**config.mk**
```make
export PLATFORM = sky130hd
export DESIGN_NAME = vmem_port
export DESIGN_NICKNAME = d
export VERILOG_FILES = /design/src/rtl/vmem_pkg.sv /design/src/rtl/vmem_addr_ctrl.sv /design/src/rtl/vmem_read_buf.sv /design/src/rtl/vmem_palette.sv /design/src/rtl/vmem_port.sv
export SDC_FILE = /design/constraint.sdc
export NUM_CORES = 1
export LEC_CHECK = 0
export BUFFER_PORTS_ARGS = -buffer_cell sky130_fd_sc_hd__buf_2
export CAP_MARGIN = 20
export CORE_AREA = 5 5 116 200
export CTS_CLUSTER_SIZE = 40
export DETAILED_ROUTE_END_ITERATION = 10
export DIE_AREA = 0 0 121 205
export GPL_TIMING_DRIVEN = 1
export PLACE_DENSITY = 0.75
export SYNTH_ARGS = -nofsm -noshare
export SYNTH_HDL_FRONTEND = slang
export SYNTH_SLANG_ARGS = --single-unit
```
**constraint.sdc**
```tcl
create_clock -name clk -period 4.55 [get_ports clk]
set_input_delay 0.2275 -clock clk [delete_from_list [all_inputs] [get_ports clk]]
set_output_delay 0.2275 -clock clk [all_outputs]
set_load 0.05 [all_outputs]
```
**src/rtl/vmem_pkg.sv**
```systemverilog
// vmem_pkg: shared register select codes and address mapping for the video
// memory data port. Assumes a 14-bit space whose top quarter mirrors the
// quarter below it toward external memory.
package vmem_pkg;

    typedef enum logic [1:0] {
        SEL_CTRL = 2'd0,
        SEL_STAT = 2'd1,
        SEL_ADDR = 2'd2,
        SEL_DATA = 2'd3
    } vsel_e;

    // Fold 0x3000-0x3FFF down onto 0x2000-0x2FFF for the external device.
    function automatic logic [13:0] ext_map(input logic [13:0] a);
        return (a[13:12] == 2'b11) ? {2'b10, a[11:0]} : a;
    endfunction

endpackage

```
**src/rtl/vmem_addr_ctrl.sv**
```systemverilog
// vmem_addr_ctrl: holds the access pointer, the byte-sequence toggle and the
// step-select bit. Assumes at most one strobe-derived command per cycle.
module vmem_addr_ctrl #(
    parameter int AW        = 14,
    parameter int DW        = 8,
    parameter int STEP_WIDE = 32
) (
    input  logic          clk,
    input  logic          rst_n,
    input  logic          wr_ctrl,
    input  logic          rd_stat,
    input  logic          wr_addr,
    input  logic          data_acc,
    input  logic [DW-1:0] wdata,
    output logic [AW-1:0] ptr
);
    localparam int HI_W = AW - DW;

    logic            step_wide;
    logic            second;
    logic [HI_W-1:0] hi_hold;
    logic [AW-1:0]   step;

    assign step = step_wide ? AW'(STEP_WIDE) : AW'(1);

    // Step select is bit 2 of each control write.
    always_ff @(posedge clk) begin
        if (!rst_n)       step_wide <= 1'b0;
        else if (wr_ctrl) step_wide <= wdata[2];
    end

    // Address byte sequencing: high byte first, low byte completes the pointer.
    always_ff @(posedge clk) begin
        if (!rst_n) begin
            second  <= 1'b0;
            hi_hold <= '0;
        end else if (rd_stat) begin
            second  <= 1'b0;
        end else if (wr_addr) begin
            second  <= ~second;
            if (!second) hi_hold <= wdata[HI_W-1:0];
        end
    end

    // Pointer load on the second address byte, advance on every data access.
    always_ff @(posedge clk) begin
        if (!rst_n)                  ptr <= '0;
        else if (wr_addr && second && !rd_stat) ptr <= {hi_hold, wdata};
        else if (data_acc)           ptr <= ptr + step;
    end
endmodule

```
**src/rtl/vmem_read_buf.sv**
```systemverilog
// vmem_read_buf: one-byte holding register with its external fetch sequence.
// A fetch request raises the read enable for one cycle. The external device
// answers one cycle later and the byte is captured on the edge after that.
// Assumes no new request arrives before the capture.
module vmem_read_buf #(
    parameter int          DW        = 8,
    parameter logic [DW-1:0] RESET_VAL = '0
) (
    input  logic          clk,
    input  logic          rst_n,
    input  logic          fetch_go,
    input  logic [DW-1:0] ext_rdata,
    output logic          ext_re,
    output logic [DW-1:0] rbuf
);
    logic fill_q;

    // Fetch pipeline: request cycle, then capture cycle.
    always_ff @(posedge clk) begin
        if (!rst_n) begin
            ext_re <= 1'b0;
            fill_q <= 1'b0;
        end else begin
            ext_re <= fetch_go;
            fill_q <= ext_re;
        end
    end

    // Holding register loads only from a completed fetch.
    always_ff @(posedge clk) begin
        if (!rst_n)      rbuf <= RESET_VAL;
        else if (fill_q) rbuf <= ext_rdata;
    end
endmodule

```
**src/rtl/vmem_palette.sv**
```systemverilog
// vmem_palette: small on-chip RAM with synchronous write and combinational
// read, so that palette reads need no extra cycle. Contents are not reset.
module vmem_palette #(
    parameter int PW = 5,
    parameter int DW = 8
) (
    input  logic          clk,
    input  logic          we,
    input  logic [PW-1:0] addr,
    input  logic [DW-1:0] wdata,
    output logic [DW-1:0] rdata
);
    localparam int DEPTH = 1 << PW;

    logic [DW-1:0] mem [DEPTH];

    // Entry write.
    always_ff @(posedge clk) begin
        if (we) mem[addr] <= wdata;
    end

    assign rdata = mem[addr];
endmodule

```
**src/rtl/vmem_port.sv**
```systemverilog
// vmem_port: processor data port into a 14-bit video memory space. The
// processor strobes one register access per cycle, with strobes at least four
// cycles apart. Reads of external space are delayed by one read through a
// holding byte. Palette reads answer at once but still refill the holding byte.
module vmem_port #(
    parameter int            AW        = 14,
    parameter int            DW        = 8,
    parameter int            PW        = 5,
    parameter int            STEP_WIDE = 32,
    parameter logic [DW-1:0] RESET_BUF = '0
) (
    input  logic          clk,
    input  logic          rst_n,
    input  logic          cpu_sel,
    input  logic          cpu_we,
    input  logic [1:0]    cpu_reg,
    input  logic [DW-1:0] cpu_wdata,
    output logic [DW-1:0] cpu_rdata,
    output logic [AW-1:0] ext_addr,
    output logic          ext_re,
    output logic          ext_we,
    output logic [DW-1:0] ext_wdata,
    input  logic [DW-1:0] ext_rdata
);
    import vmem_pkg::*;

    localparam int HI_W = AW - DW;

    vsel_e         sel;
    logic          wr_ctrl, rd_stat, wr_addr, data_rd, data_wr;
    logic [AW-1:0] ptr;
    logic          in_pal;
    logic [DW-1:0] pal_rdata;
    logic [DW-1:0] rbuf_q;

    assign sel     = vsel_e'(cpu_reg);
    assign wr_ctrl = cpu_sel &  cpu_we & (sel == SEL_CTRL);
    assign rd_stat = cpu_sel & ~cpu_we & (sel == SEL_STAT);
    assign wr_addr = cpu_sel &  cpu_we & (sel == SEL_ADDR);
    assign data_rd = cpu_sel & ~cpu_we & (sel == SEL_DATA);
    assign data_wr = cpu_sel &  cpu_we & (sel == SEL_DATA);
    assign in_pal  = (ptr[AW-1:DW] == {HI_W{1'b1}});

    vmem_addr_ctrl #(.AW(AW), .DW(DW), .STEP_WIDE(STEP_WIDE)) u_addr (
        .clk      (clk),
        .rst_n    (rst_n),
        .wr_ctrl  (wr_ctrl),
        .rd_stat  (rd_stat),
        .wr_addr  (wr_addr),
        .data_acc (data_rd | data_wr),
        .wdata    (cpu_wdata),
        .ptr      (ptr)
    );

    vmem_read_buf #(.DW(DW), .RESET_VAL(RESET_BUF)) u_buf (
        .clk       (clk),
        .rst_n     (rst_n),
        .fetch_go  (data_rd),
        .ext_rdata (ext_rdata),
        .ext_re    (ext_re),
        .rbuf      (rbuf_q)
    );

    vmem_palette #(.PW(PW), .DW(DW)) u_pal (
        .clk   (clk),
        .we    (data_wr & in_pal),
        .addr  (ptr[PW-1:0]),
        .wdata (cpu_wdata),
        .rdata (pal_rdata)
    );

    // External address and write cycle, issued the cycle after the strobe.
    always_ff @(posedge clk) begin
        if (!rst_n) begin
            ext_addr  <= '0;
            ext_we    <= 1'b0;
            ext_wdata <= '0;
        end else begin
            ext_we <= data_wr & ~in_pal;
            if (data_rd | data_wr) ext_addr <= ext_map(ptr);
            if (data_wr)           ext_wdata <= cpu_wdata;
        end
    end

    // Read data: palette direct, otherwise the held byte; other reads give 0.
    always_ff @(posedge clk) begin
        if (!rst_n)                  cpu_rdata <= '0;
        else if (data_rd)            cpu_rdata <= in_pal ? pal_rdata : rbuf_q;
        else if (cpu_sel && !cpu_we) cpu_rdata <= '0;
    end
endmodule

```
==> results.md, run 1 <==
- Status: completed
- R2R Setup Slk: 1.63 ns
- Cts repair resizes: 0
- Fin crit share: 64.14%
- Total GRT Usage: 23.49%
- Largest net degree at the start of global routing: 58
- Setup Crit Path Kind: reg2reg
- Placed cells: 1057
- CTS tree: done
- Sw Share: 19.88%
- WHS Path Cells: 3
- Seq cells post-synth: 324
- Register area share after synthesis: 71.75%
- Slew Limit Fails: 0
- Post-Syn Instances: 749
- Syn Area/Cell: 16.84 um2
- Vias in the first global route: 7221
- Die area: 0.02481 mm2
- Relative slew slack: 40.03%
- Clock root buffer: clkbuf_16
- CTS max path bufs: 3
- Share of layout cells above drive strength 1: 24.33%
- Antenna Cells: 0
- Core Region: 0.02141 mm2
- Hold endpoint: u_addr.ptr[7]
- Hold Path Origin: rst_n
- Maxcap violations: 0
- PwrDens: 412.1 mW/mm2
- Met3 wire length: 1793 um
- Final Skew: 0.02157 ns
- Clock transition at the registers of the reported paths: 0.07 ns
- Final cell count without fillers: 1118
- Tmin final: 2.918 ns
- PortBufs: 53
- FP Rows: 71
- Worst hold path type: in2reg
- Finished Core Util: 66.24%
- Initial antenna violation count: 0
- Final Net Count: 829
- Final wirelength: 28450 um
- Initial drt markers: 616
- Netlist cell types: 46
- TritonCTS buffer count: 28
- Synthesized cell area: 0.01261 mm2
- Clk_lat worst skew: 0.55 ns
- Combinational group share of total power: 2.8%
- Leak: 4.474 nW
- Gpl congestion: 0.9057
- RSZ-0062 raised after global routing: false
- Final setup viols: 0
- I/O pins: 54
- First-pass GRT wire length: 43660 um
- Yosys warnings: 0
- Area grow syn2layout: 12.45%
- DR WL/cell: 25.45 um
- Final hold vios: 0
- Internal: 4.682 mW
- Max Used Layer: met4
- Final antenna-violating net count: 0
- Die Y: 205 um
- Met2 Routed Length: 15640 um
- Die Wd: 121 um
- R2r startpoint: u_addr.ptr[11]
- Highest Clock Rate: 342.6 MHz
- Worst-margin pin slew: 0.8963 ns
- First-pass iteration count of the detailed router: 6
- Total negative slack: 0 ns
- RR Endpoint: u_pal.mem[0][0]
- Clock Power Share: 42.4%
- Htree depth: 1
- Critical path arrival: 3.07 ns
- P_sw: 1.162 mW
- Worst r2r path cells: 4
- WP data required: 4.70 ns
- Worst VDD drop: 0.0003975 V
- DRT met1 WL: 10200 um
- Crit end category: register
- Startpoint Class: register
- Starting Density: 58.90%
- # DRC: 0
- Syn nets: 774
- Seq pwr share: 54.8%
- Overflow after GRT: 0
- CTS Sinks: 324
- Critical Path Fanout Max: 8
- DP HPWL: 18560 um
- Via count: 6900
- Via/cell ratio: 6.172
-- per-layer routing --
layer / vias to the layer above / track usage, %
met5: - / 0
li1: 3028 / -
met4: 0 / 7.010
met3: 51 / 2.735
met1: 3492 / 29.01
met2: 329 / 43.19
-- power groups by stage --
stage	sequential [mW]	clock, mW	combinational [mW]
finish	3.20	2.48	0.166
detailed placement	3.28	0	0.148
global placement	3.28	0	0.142
global route	3.20	2.64	0.178
floorplan	3.27	0	0.0828
CTS	3.21	2.49	0.154
-- cells in the mapped netlist (all sizes together) --
library cell / instances / area share (%)
a211oi: 6 / 0.36
a21oi: 32 / 1.3
a222oi: 7 / 0.56
a22oi: 5 / 0.30
a31oi: 2 / 0.099
a41oi: 1 / 0.069
and2: 3 / 0.15
and3: 2 / 0.099
and4b: 1 / 0.079
buf: 20 / 0.89
clkbuf: 22 / 0.65
dfxtp: 68 / 11
edfxtp: 256 / 61
ha: 3 / 0.30
inv: 6 / 0.18
mux2: 22 / 2.0
mux2i: 28 / 2.2
mux4: 63 / 11
nand2: 69 / 2.1
nand2b: 1 / 0.050
nand3: 13 / 0.52
nand3b: 7 / 0.42
nand4: 5 / 0.25
nand4b: 2 / 0.14
nor2: 62 / 1.8
nor2b: 1 / 0.050
nor3: 6 / 0.28
nor3b: 2 / 0.16
nor4: 4 / 0.20
o2111ai: 1 / 0.069
o211a: 1 / 0.079
o211ai: 7 / 0.42
o21ai: 5 / 0.20
o31ai: 1 / 0.060
or2: 1 / 0.050
or3: 1 / 0.050
or3b: 1 / 0.069
or4: 1 / 0.089
or4b: 1 / 0.079
xnor2: 7 / 0.49
xor2: 3 / 0.21
-- cell type report --
| cell class | instances | area (um2) |
|---|---|---|
| Clock buffer | 38 | 852.1 |
| Clock inverter | 14 | 132.6 |
| Fill cell | 1423 | 7228 |
| Inverter | 6 | 22.52 |
| Multi-Input combinational cell | 377 | 3344 |
| Sequential cell | 324 | 9054 |
| Tap cell | 292 | 365.4 |
| Timing Repair Buffer | 67 | 410.4 |
-- stage by stage --
| step | hold WS, ns | setup slack [ns] | power [mW] | instance area, um2 |
|---|---|---|---|---|
| after floorplan | 0.3264 | 2.430 | 3.351 | 12610 |
| after global placement | 0.4426 | 1.700 | 3.420 | 13090 |
| after detailed placement | 0.4457 | 1.576 | 3.426 | 13090 |
| after CTS | 0.007778 | 1.646 | 5.859 | 14150 |
| after global routing | 0.03396 | 1.552 | 6.018 | 14180 |
| final | 0.03300 | 1.632 | 5.844 | 14180 |
-- how the worst max path moves through the flow --
| stage | start | endpoint | slack, ns | depth (start not counted) |
|---|---|---|---|---|
| 2_1_floorplan | u_addr.ptr[11] | u_pal.mem[28][0] | 2.43 | 5 |
| 3_3_place_gp | cpu_sel | u_pal.mem[2][2] | 1.70 | 5 |
| 3_5_place_dp | cpu_sel | u_pal.mem[14][3] | 1.58 | 5 |
| 4_1_cts | u_addr.ptr[11] | u_pal.mem[0][0] | 1.65 | 4 |
| 5_1_grt | u_addr.ptr[11] | u_pal.mem[0][0] | 1.55 | 4 |
| 6_report | u_addr.ptr[11] | u_pal.mem[0][0] | 1.63 | 4 |
-- worst max-delay path: stages (launching register included) --
cell	delay [ns]
dfxtp_1	0.43
nand4_1	0.19
nor2_1	0.43
or4b_1	0.71
nor2_1	0.77
-- flip-flops by register name, summed over array words and instances, names as in the netlist, 6 cells and up, named ones only --
name / cells
u_pal.mem: 256
ext_wdata: 8
cpu_rdata: 8
ext_addr: 14
u_addr.hi_hold: 6
u_buf.rbuf: 8
u_addr.ptr: 14
-- cells in the final DEF, fill, tap and decap left out, types with 2 or more instances in the layout --
master | Yosys | layout
edfxtp_1 | 256 | 256
nand2_1 | 69 | 69
dfxtp_1 | 68 | 66
mux4_2 | 63 | 63
nor2_1 | 62 | 62
buf_2 | 12 | 53
a21oi_1 | 32 | 32
clkbuf_16 | 0 | 31
mux2i_1 | 28 | 28
mux2_2 | 22 | 22
nand3_1 | 13 | 13
clkinv_2 | 0 | 8
dlygate4sd3_1 | 0 | 8
nand3b_1 | 7 | 7
o211ai_1 | 7 | 7
a222oi_1 | 7 | 7
xnor2_1 | 7 | 7
inv_1 | 6 | 6
a211oi_1 | 6 | 6
nand4_1 | 5 | 5
nor3_1 | 5 | 5
o21ai_0 | 5 | 5
a22oi_1 | 5 | 5
clkbuf_8 | 0 | 5
buf_4 | 4 | 5
nor4_1 | 4 | 4
and2_1 | 3 | 3
xor2_1 | 3 | 3
ha_1 | 3 | 3
nand4b_1 | 2 | 2
and3_1 | 2 | 2
a31oi_1 | 2 | 2
clkbuf_1 | 22 | 2
clkinvlp_4 | 0 | 2
bufinv_16 | 0 | 2
-- kinds of logic after synthesis --
family / synth area share [%]
DFF: 71.75
and+or+nand+nor: 6.618
muxes: 15.44
AOI/OAI and AO/OA: 3.473
buffers and inverters: 1.726
xor gates and xnor gates: 0.6946
adders and majority gates: 0.2977
-- timing repair --
action                                 in CTS  in global routing
hold buffers                                8                  0
endpoints found under the hold margin       8                  0
setup buffers                               0                  0
Note: power is estimated with default switching activity, not from simulation.
==> run 2, diff against run 1 <==
Settings changed: ABC_AREA set to 1, CORE_AREA 5 5 116 200 to 5 5 125 216, DIE_AREA 0 0 121 205 to 0 0 130 221, PLACE_DENSITY 0.75 to 0.72.
Clock period 4.55 ns to 2.6 ns, I/O delays scaled along.
==> run 2 against run 1 <==
Worst hold slack better by 0.039 ns. Clock power is 65% higher. Total power is 74% higher. Synthesized cell count is 83% higher. Combinational power grew to 2.8 times the previous value. Sequential cell count stayed put. Final cell count is 60% higher. Register-to-register slack worse by 1.2 ns. Core utilization is 5.0 points lower. Sequential share of layout area is 4.9 points lower. Non-clock buffer count is 55 higher. Via count is 43% higher.
==> results.md, run 2 <==
- Clk_lat worst skew: 0.56 ns (about the same)
- Maxcap violations: 0 (unchanged)
- Post-synth EDFFs: 256 (unchanged)
- CP Buf/Inv Count: 1 (+1)
- Crit end category: register
- Clock Power Share: 40.2% (-2.2 points)
- Initial drt markers: 845 (+37%)
- Setup Crit Path Kind: reg2reg
- CTS tree: done
- Antenna Cells: 0 (unchanged)
- PortBufs: 53 (unchanged)
- Placed cells: 1728 (+63%)
- CTS max path bufs: 3 (unchanged)
- TritonCTS buffer count: 27 (-3.6%)
- Crit-path cells: buf_12 -> nor2_1 -> nor2_1 -> o21ai_0 -> nand3_1 -> nand3_1 -> nand3_1 -> nand3_1 -> nand2_1 -> nand2_1 -> nand2_1
- Hold slack: 0.07236 ns (+0.03936 ns)
- Post CTS Setup Buffer Count: 0 (unchanged)
- Final setup viols: 0 (unchanged)
- Crit path max-delay cell type: dfxtp_4
- # DRC: 0 (unchanged)
- Worst-margin pin slew: 0.9171 ns (+0.02079 ns)
- Worst hold path type: in2reg
- Final Net Count: 1480 (+79%)
- CP delay by family, top: simple AND/OR/NAND/NOR gates
- Highest Clock Rate: 470.2 MHz (+37%)
- Post-synth top area share: 56.95% (-4.0 points)
- Startpoint Class: register
- Status: completed
- Final setup margin: 0.4733 ns (-1.158 ns)
- RSZ-0062 raised after global routing: false
- Pre-CTS setup slack: 0.5207 ns (-1.055 ns)
- Combinational group share of total power: 4.5% (+1.7 points)
- Yosys top cell by area: edfxtp_1
- Seq pwr share: 55.2% (+0.4 points)
- Clock root buffer: clkbuf_16
- Final wirelength: 35080 um (+23%)
- Tmin final: 2.127 ns (-0.7918 ns)
- Fin crit share: 81.80% (+18 points)
- Relative slew slack: 38.86% (-1.2 points)
- PwrDens: 662.7 mW/mm2 (+61%)
- Fillers: 2033 (+43%)
- Die Wd: 130 um (+7.4%)
- Cts repair resizes: 0 (unchanged)
- Final antenna-violating net count: 0 (unchanged)
- Total GRT Usage: 24.87% (+1.4 points)
- Max reg flops: 256 (unchanged)
- Area grow syn2layout: 13.71%
- Final hold vios: 0 (unchanged)
- Core Region: 0.02505 mm2 (+17%)
- Clock transition at the registers of the reported paths: 0.07 ns (about the same)
- Seq cells post-synth: 324 (unchanged)
- Sw Share: 21.35% (+1.5 points)
- Post-synth top cells: nand2_1, edfxtp_1, nand3_1
- Regs by FF count: u_pal.mem x256, ext_addr x14, u_addr.ptr x14
- Share of layout cells above drive strength 1: 10.91% (-13 points)
- Fraction of registers with async set/reset: 0% (unchanged)
- Via count: 9863 (+43%)
- Syn Area/Cell: 9.868 um2 (-41%)
- Critical path arrival: 2.64 ns (-0.43 ns)
- Internal: 8.000 mW (+71%)
- Via/cell ratio: 5.504 (-11%)
- Initial antenna violation count: 0 (unchanged)
- WP data required: 3.11 ns (-1.59 ns)
- Area after DPL: 0.01431 mm2 (+9.4%)
- Netlist cell types: 30 (-35%)
- Hold buffers post-CTS: 14 (+6)
- CTS Sinks: 324 (unchanged)
- First-pass GRT wire length: 54690 um (+25%)
- Synthesized cell area: 0.01350 mm2 (+7.0%)
- Most frequent cells in the layout: nand2_1, edfxtp_1, nand3_1, nor2_1, inv_1
- Register area share after synthesis: 67.03% (-4.7 points)
- Die Y: 221 um (+7.8%)
- First-pass iteration count of the detailed router: 5 (-1)
- Gpl congestion: 0.9243 (+2.1%)
- FP Rows: 77 (+8.5%)
- Syn nets: 1393 (+80%)
- Synth Flop Type: edfxtp_1
- P_sw: 2.172 mW (+87%)
- Largest net degree at the start of global routing: 102 (+76%)
- Vias in the first global route: 9915 (+37%)
- CP max stage delay: 0.56 ns (-0.21 ns)
- Yosys warnings: 0 (unchanged)
- DP HPWL: 22370 um (+21%)
- Tot Pwr: 10.17 mW (+74%)
- Post-Syn Instances: 1368 (+83%)
- Overflow after GRT: 0 (unchanged)
- DR WL/cell: 19.58 um (-23%)
- I/O pins: 54 (unchanged)
- Largest cells by area after synthesis: edfxtp_1, nand2_1, dfxtp_1, nand3_1, nor2_1
- Final instance area: 0.01535 mm2 (+8.2%)
- Htree depth: 1 (unchanged)
- Die area: 0.02873 mm2 (+16%)
- Final Skew: 0.01771 ns (-0.003868 ns)
- Total negative slack: 0 ns (unchanged)
- Most flops, register: u_pal.mem
- Final cell count without fillers: 1792 (+60%)
- Finished Core Util: 61.28% (-5.0 points)
- Worst VDD drop: 0.0006306 V (+59%)
- Leak: 6.195 nW (+38%)
- Slew Limit Fails: 0 (unchanged)
- CP dominant cell by count: nand3_1
- Starting Density: 53.89% (-5.0 points)
- Most frequent cell after synthesis: nand2_1
- Critical Path Fanout Max: 101 (+93)
- Commonest non-fill, non-tap cell in the layout: nand2_1
==> run 2: changes by cell type after synthesis, sizes merged, moves of 19 or more <==
cell	before	now
nor2	62	130
mux2	22	0
mux2i	28	0
mux4	63	0
o21ai	5	55
buf	20	39
inv	6	112
nand3	13	177
nand2	69	441
==> run 2: final cells by class <==
type	instances	area, um2	share of cell area (%)
well taps	316	395.4	2.576
multi-input cells	866	3720	24.23
repair buffers	122	855.8	5.575
inverters	114	429.2	2.796
clock inverters	7	68.82	0.4483
clock buffers	43	827.0	5.388
flip-flops and latches	324	9054	58.98
==> run 2: kinds of logic after synthesis <==
logic type               Yosys count  synth area share, %
AO/OA/AOI/OAI                     96                3.791
XOR/XNOR                           5               0.3244
adder cells (fa/ha/maj)            3               0.2781
buffers and inverters            178                5.413
flip-flops                       324                67.03
AND/OR/NAND/NOR                  762                23.16
==> run 2: tightest hold or removal path: cells and delay by family <==
kind	cells	cell delay, ns
AND/OR/NAND/NOR	5	0.34
buffers and inverters	1	0.11
==> run 2: power groups by stage <==
| stage | Combinational [mW] | Clock (mW) | Sequential (mW) |
|---|---|---|---|
| floorplan | 0.219 | 0 | 5.77 |
| global placement | 0.438 | 0 | 5.73 |
| detailed placement | 0.444 | 0 | 5.73 |
| CTS | 0.461 | 4.14 | 5.62 |
| global route | 0.503 | 4.36 | 5.62 |
| finish | 0.461 | 4.09 | 5.62 |
==> run 2: per-layer routing <==
metal / vias to the layer above / global-route usage (%) / routed length [um]
met3: 111 / 3.185 / 2064
met1: 4636 / 29.10 / 12410
met4: 0 / 16.17 / 2534
met2: 409 / 42.19 / 18070
li1: 4707 / - / -
met5: - / 0 / 0
==> run 2: worst paths after layout <==
check               startpoint      endpoint  slack [ns]  cells past startpoint
setup reg to reg      register  cpu_rdata[1]        0.47                     11
setup / recovery      register  cpu_rdata[1]        0.47                     11
hold / removal          cpu_we  cpu_rdata[2]        0.07                      6
hold reg to reg   u_buf.ext_re  u_buf.fill_q        0.45                      2
